File: src/rtl/sds_pkg.sv
package sds_pkg;

    typedef enum logic [1:0] {
        ST_IDLE = 2'd0,
        ST_WAIT = 2'd1,
        ST_PH1  = 2'd2,
        ST_PH2  = 2'd3
    } sds_state_e;

endpackage

File: src/rtl/sds_len_sel.sv
module sds_len_sel #(
    parameter int unsigned PW_W    = 12,
    parameter int unsigned LEN_W   = 13,
    parameter int unsigned FIX_CYC = 250
) (
    input  logic [PW_W-1:0]  pulse_width_i,
    input  logic             fixed_i,
    output logic [LEN_W-1:0] len_o
);

    always_comb begin
        if (fixed_i) begin
            len_o = LEN_W'(FIX_CYC);
        end else if (pulse_width_i == '0) begin
            len_o = LEN_W'(1);
        end else begin
            len_o = LEN_W'(pulse_width_i);
        end
    end

    // an interval is never zero cycles long
    always_comb begin
        assert_len_nonzero_R7: assert (len_o != '0)
            else $error("interval length is zero");
    end

endmodule

File: src/rtl/step_dir_sequencer.sv
module step_dir_sequencer
    import sds_pkg::*;
#(
    parameter int unsigned CLK_HZ = 125_000_000,
    parameter int unsigned PW_W   = 12
) (
    input  logic            clk_i,
    input  logic            rst_ni,
    input  logic            step_req_i,
    input  logic            dir_i,
    input  logic [PW_W-1:0] pulse_width_i,
    input  logic            delay_en_i,
    input  logic            align_trail_i,
    input  logic            step_dis_i,
    output logic            step_o,
    output logic            dir_o,
    output logic            busy_o
);

    localparam int unsigned FIX_CYC  = (CLK_HZ / 500_000 > 0) ? CLK_HZ / 500_000 : 1;
    localparam int unsigned DLY_CYC  = (CLK_HZ / 20_000 > 0) ? CLK_HZ / 20_000 : 1;
    localparam int unsigned DLY_BITS = $clog2(DLY_CYC + 1);
    localparam int unsigned FIX_BITS = $clog2(FIX_CYC + 1);
    localparam int unsigned CNT_A    = (PW_W > DLY_BITS) ? PW_W : DLY_BITS;
    localparam int unsigned CNT_W    = (CNT_A > FIX_BITS) ? CNT_A : FIX_BITS;

    typedef struct packed {
        sds_state_e       st;
        logic [CNT_W-1:0] cnt;
        logic [CNT_W-1:0] len;
        logic             trail;
        logic             dir;
        logic             step;
        logic             pend;
        logic             pend_dir;
    } sds_regs_t;

    sds_regs_t        r_q, r_d;
    logic [CNT_W-1:0] len_new;
    logic             start;
    logic             start_dir;
    logic             pulse_nxt;

    sds_len_sel #(
        .PW_W    (PW_W),
        .LEN_W   (CNT_W),
        .FIX_CYC (FIX_CYC)
    ) u_len (
        .pulse_width_i (pulse_width_i),
        .fixed_i       (delay_en_i),
        .len_o         (len_new)
    );

    always_comb begin
        r_d       = r_q;
        start     = 1'b0;
        start_dir = dir_i;

        if (r_q.st == ST_IDLE) begin
            start = step_req_i;
        end else begin
            if (step_req_i) begin
                r_d.pend     = 1'b1;
                r_d.pend_dir = dir_i;
            end
            if (r_q.cnt != '0) begin
                r_d.cnt = r_q.cnt - 1'b1;
            end else begin
                unique case (r_q.st)
                    ST_WAIT: begin
                        r_d.st  = ST_PH1;
                        r_d.cnt = r_q.len - 1'b1;
                    end
                    ST_PH1: begin
                        r_d.st  = ST_PH2;
                        r_d.cnt = r_q.len - 1'b1;
                    end
                    ST_PH2: begin
                        if (r_q.pend) begin
                            start     = 1'b1;
                            start_dir = r_q.pend_dir;
                            r_d.pend  = step_req_i;
                        end else if (step_req_i) begin
                            start    = 1'b1;
                            r_d.pend = 1'b0;
                        end else begin
                            r_d.st = ST_IDLE;
                        end
                    end
                    default: r_d.st = ST_IDLE;
                endcase
            end
        end

        if (start) begin
            r_d.dir   = start_dir;
            r_d.len   = len_new;
            r_d.trail = align_trail_i;
            if (delay_en_i && (start_dir != r_q.dir)) begin
                r_d.st  = ST_WAIT;
                r_d.cnt = CNT_W'(DLY_CYC - 1);
            end else begin
                r_d.st  = ST_PH1;
                r_d.cnt = len_new - 1'b1;
            end
        end

        pulse_nxt = ((r_d.st == ST_PH1) &&  r_d.trail) ||
                    ((r_d.st == ST_PH2) && !r_d.trail);
        r_d.step  = !pulse_nxt || step_dis_i;
    end

    always_ff @(posedge clk_i) begin
        if (!rst_ni) begin
            r_q          <= '0;
            r_q.st       <= ST_IDLE;
            r_q.step     <= 1'b1;
        end else begin
            r_q <= r_d;
        end
    end

    assign step_o = r_q.step;
    assign dir_o  = r_q.dir;
    assign busy_o = (r_q.st != ST_IDLE);

    // idle means the step line rests high
    assert_idle_high_R1: assert property (@(posedge clk_i) disable iff (!rst_ni)
        !busy_o |-> step_o);

    // a low step line only occurs inside a running sequence
    assert_low_in_busy_R2: assert property (@(posedge clk_i) disable iff (!rst_ni)
        !step_o |-> busy_o);

    // direction is frozen while the pulse is low
    assert_dir_stable_R4: assert property (@(posedge clk_i) disable iff (!rst_ni)
        (!step_o && $past(!step_o)) |-> $stable(dir_o));

    // a sampled disable forces the resting level
    assert_dis_holds_R9: assert property (@(posedge clk_i) disable iff (!rst_ni)
        $past(step_dis_i) |-> step_o);

    // a held request never outlives an idle state
    assert_pend_busy_R8: assert property (@(posedge clk_i) disable iff (!rst_ni)
        r_q.pend |-> busy_o);

endmodule

File: config.mk
export PLATFORM = sky130hd
export DESIGN_NAME = step_dir_sequencer
export DESIGN_NICKNAME = d
export VERILOG_FILES = /design/src/rtl/sds_pkg.sv /design/src/rtl/sds_len_sel.sv /design/src/rtl/step_dir_sequencer.sv
export SDC_FILE = /design/constraint.sdc
export NUM_CORES = 1
export LEC_CHECK = 0
export ABC_AREA = 1
export ABC_CLOCK_PERIOD_IN_PS = 4400
export BUFFER_PORTS_ARGS = -buffer_cell sky130_fd_sc_hd__buf_4
export CAP_MARGIN = 5
export CORE_ASPECT_RATIO = 2
export CORE_MARGIN = 3
export CORE_UTILIZATION = 45
export DETAILED_ROUTE_END_ITERATION = 8
export HOLD_SLACK_MARGIN = 0.02
export SKIP_CTS_REPAIR_TIMING = 1
export SLEW_MARGIN = 20
export SYNTH_ARGS = -nofsm -noshare
export SYNTH_HDL_FRONTEND = slang
export SYNTH_SLANG_ARGS = --single-unit
export TNS_END_PERCENT = 1
File: constraint.sdc
create_clock -name clk_i -period 4.4 [get_ports clk_i]
set_input_delay 0.44 -clock clk_i [delete_from_list [all_inputs] [get_ports clk_i]]
set_output_delay 0.44 -clock clk_i [all_outputs]
set_load 0.03 [all_outputs]
==> qor.yml <==
die:
  start_util_pct: 47.5
  placementRows: 37
  die_area_mm2: 0.00656
  core_area_mm2: 0.00528
  io_pins: 22
  die_w_um: 58.8
  die_h_um: 112
critical_path:
  critical_path_class: "reg2reg"
  cp.arrival_ps: 2990
  worstPathRequired_ps: 4570
  startpoint_type: "flip-flop"
  worstPathMaxFanout: 31
  worst-r2r-cell-count: 12
  critPathCaptureType: "flip-flop"
yosys:
  yosysWarnings: 0
  avgSynthCellArea_um2: 6.31
  ys_ff_latch: 32
  ys_seq_area_share_pct: 25.6
  postSynthCellCount: 397
  synthesis.nets: 421
  yosysTopAreaCell: "dfxtp_1"
  synth.area.top_cells: "dfxtp_1, nand2_1, inv_1"
  ys.flop_type: "dfxtp_1"
  synth.top_cells.by_count: "nand2_1, inv_1, nor2_1"
  yosysMostFrequentCell: "nand2_1"
  async_reset_ff_share_pct: 0
  synth_top_area_share_pct: 25.6
  synth_cell_type_count: 38
  synth.cell_area_mm2: 0.00251
  synth_edf_count: 0
global_route:
  track_usage_pct: 22.5
  first_global_vias: 2413
  grt_pass1_wl_um: 11500
  antenna_found_initial: 0
  overflow: 0
  grt_start_max_net_pins: 32
clock_tree:
  htree_levels: 2
  cts.sinks: 32
  cts_buffer_depth: 2
  cts_buffers: 5
  clk_pin_slew_ps: 70
  cts_root_buf: "clkbuf_8"
  clk_latency_ps: 280
  cts_tree: "yes"
sta:
  fin_skew_ps: 8.70
  grt_setup_unrepaired: "false"
  setup_viol: 0
  tightest_slew_ps: 672
  fmax_mhz: 354
  slew_headroom_pct: 55.1
  slew_viol_final: 0
  finalSetupTns_ps: 0
  hold-worst-slack_ps: 357
  hold_viol_final: 0
  fin_crit_sh_pct: 64.1
  period_minus_slack_ps: 2820
placement:
  io_buffers: 21
  gp_congestion: 0.858
  hpwl_um: 5500
run_status:
  status: "completed"
layout:
  area_growth_syn_to_layout_pct: 9.44
  multi_input_area_mm2: 0.00152
  antenna_cells: 0
  regArea_um2: 641
  drive_gt1_share_pct: 14.8
  nFillCells: 574
  final_net_count: 436
hold_path:
  min_path_type: "in2reg"
  hold_depth: 3
route:
  wire_per_inst_um: 14.5
  remaining_drc_errors: 0
  drt_iter0_drc: 150
  firstDrtPassIters: 4
  vias_per_cell: 5.22
  num_vias: 2460
  ant_nets: 0
  drt_wl_total_um: 6830
power:
  power_density_mw_per_mm2: 803
  vdd_drop_max_v: 0.000422
  p_leak_uw: 0.00138
run:
  cap_violations: 0
## cell families after synthesis
| group | share of synthesized area, % |
|---|---|
| and+or+nand+nor | 40.9 |
| buffers and inverters | 14.0 |
| AOI/OAI and AO/OA | 15.0 |
| DFF | 25.6 |
| xor gates and xnor gates | 2.10 |
| adders and majority gates | 2.50 |
## through the flow
stage / std cells / setup WS (ps) / total power [uW] / utilization, % / instance area (um2)
after floorplan: 397 / 2480 / 1690 / - / 2510
after global placement: 463 / 1650 / 1910 / 49.9 / 2640
after detailed placement: 463 / 1570 / 1920 / 49.9 / 2640
after CTS: 471 / 1570 / 2210 / 52.0 / 2740
after global routing: 471 / 1200 / 2430 / 52.0 / 2740
final: 471 / 1580 / 2200 / 52.0 / 2740
## registers in the layout, summed over array words and instances, names as in the netlist
| signal | flops |
|---|---|
| r_q | 30 |
| dir_o | 1 |
| step_o | 1 |
## critical path, stage by stage, from the launching register on
cell and delay (ps):
dfxtp_1 320, nor2_1 100, nand2_1 110, nor2_4 340, nand2_4 210, nand2_2 100, nand2_2 180, nor2_4 580
inv_2 220, o21ai_0 330, inv_1 70, nand2_1 70, nand4_1 70
## final timing paths
| check | start | endpoint | slack [ps] |
|---|---|---|---|
| min | step_dis_i | step_o$_SDFF_PN1_ | 360 |
| max reg2reg | r_q[27]$_SDFFE_PN0P_ | step_o$_SDFF_PN1_ | 1580 |
| max | r_q[27]$_SDFFE_PN0P_ | step_o$_SDFF_PN1_ | 1580 |
| min reg2reg | r_q[13]$_SDFFE_PN0P_ | r_q[13]$_SDFFE_PN0P_ | 460 |
## cell type report
type                    instances  share of cell area (%)
clock buffers                   6                    2.65
multi-input cells             286                    55.2
clock inverters                 2                    1.28
repair buffers                 21                    5.75
flip-flops and latches         32                    23.4
inverters                      66                    9.08
well taps                      58                    2.65
## power by group
group          switching (uW)  total (uW)  internal, uW
Clock                     111         279           168
Sequential               81.3         502           421
Combinational             978        1420           443
Total                    1170        2200          1030
## layer usage
layer	global-route usage (%)	vias to the layer above	routed length [um]
met4	9.68	0	214
met2	39.7	47	3680
met1	26.1	1099	2760
met3	2.44	17	175
met5	0	-	0
li1	-	1297	-
## layout by cell type, fill, tap and decap left out, drive strengths merged, types with 2 or more instances in the layout
master and instances:
clkinv 2, nand4 8, buf 21, nand2 90, xnor2 3, clkbuf 6, dfxtp 32, nand3b 5
nor2 53, a21oi 31, o21ai 30, nand3 48, inv 65, or2 2, xor2 3, ha 5
(Power assumes the default switching activity.)
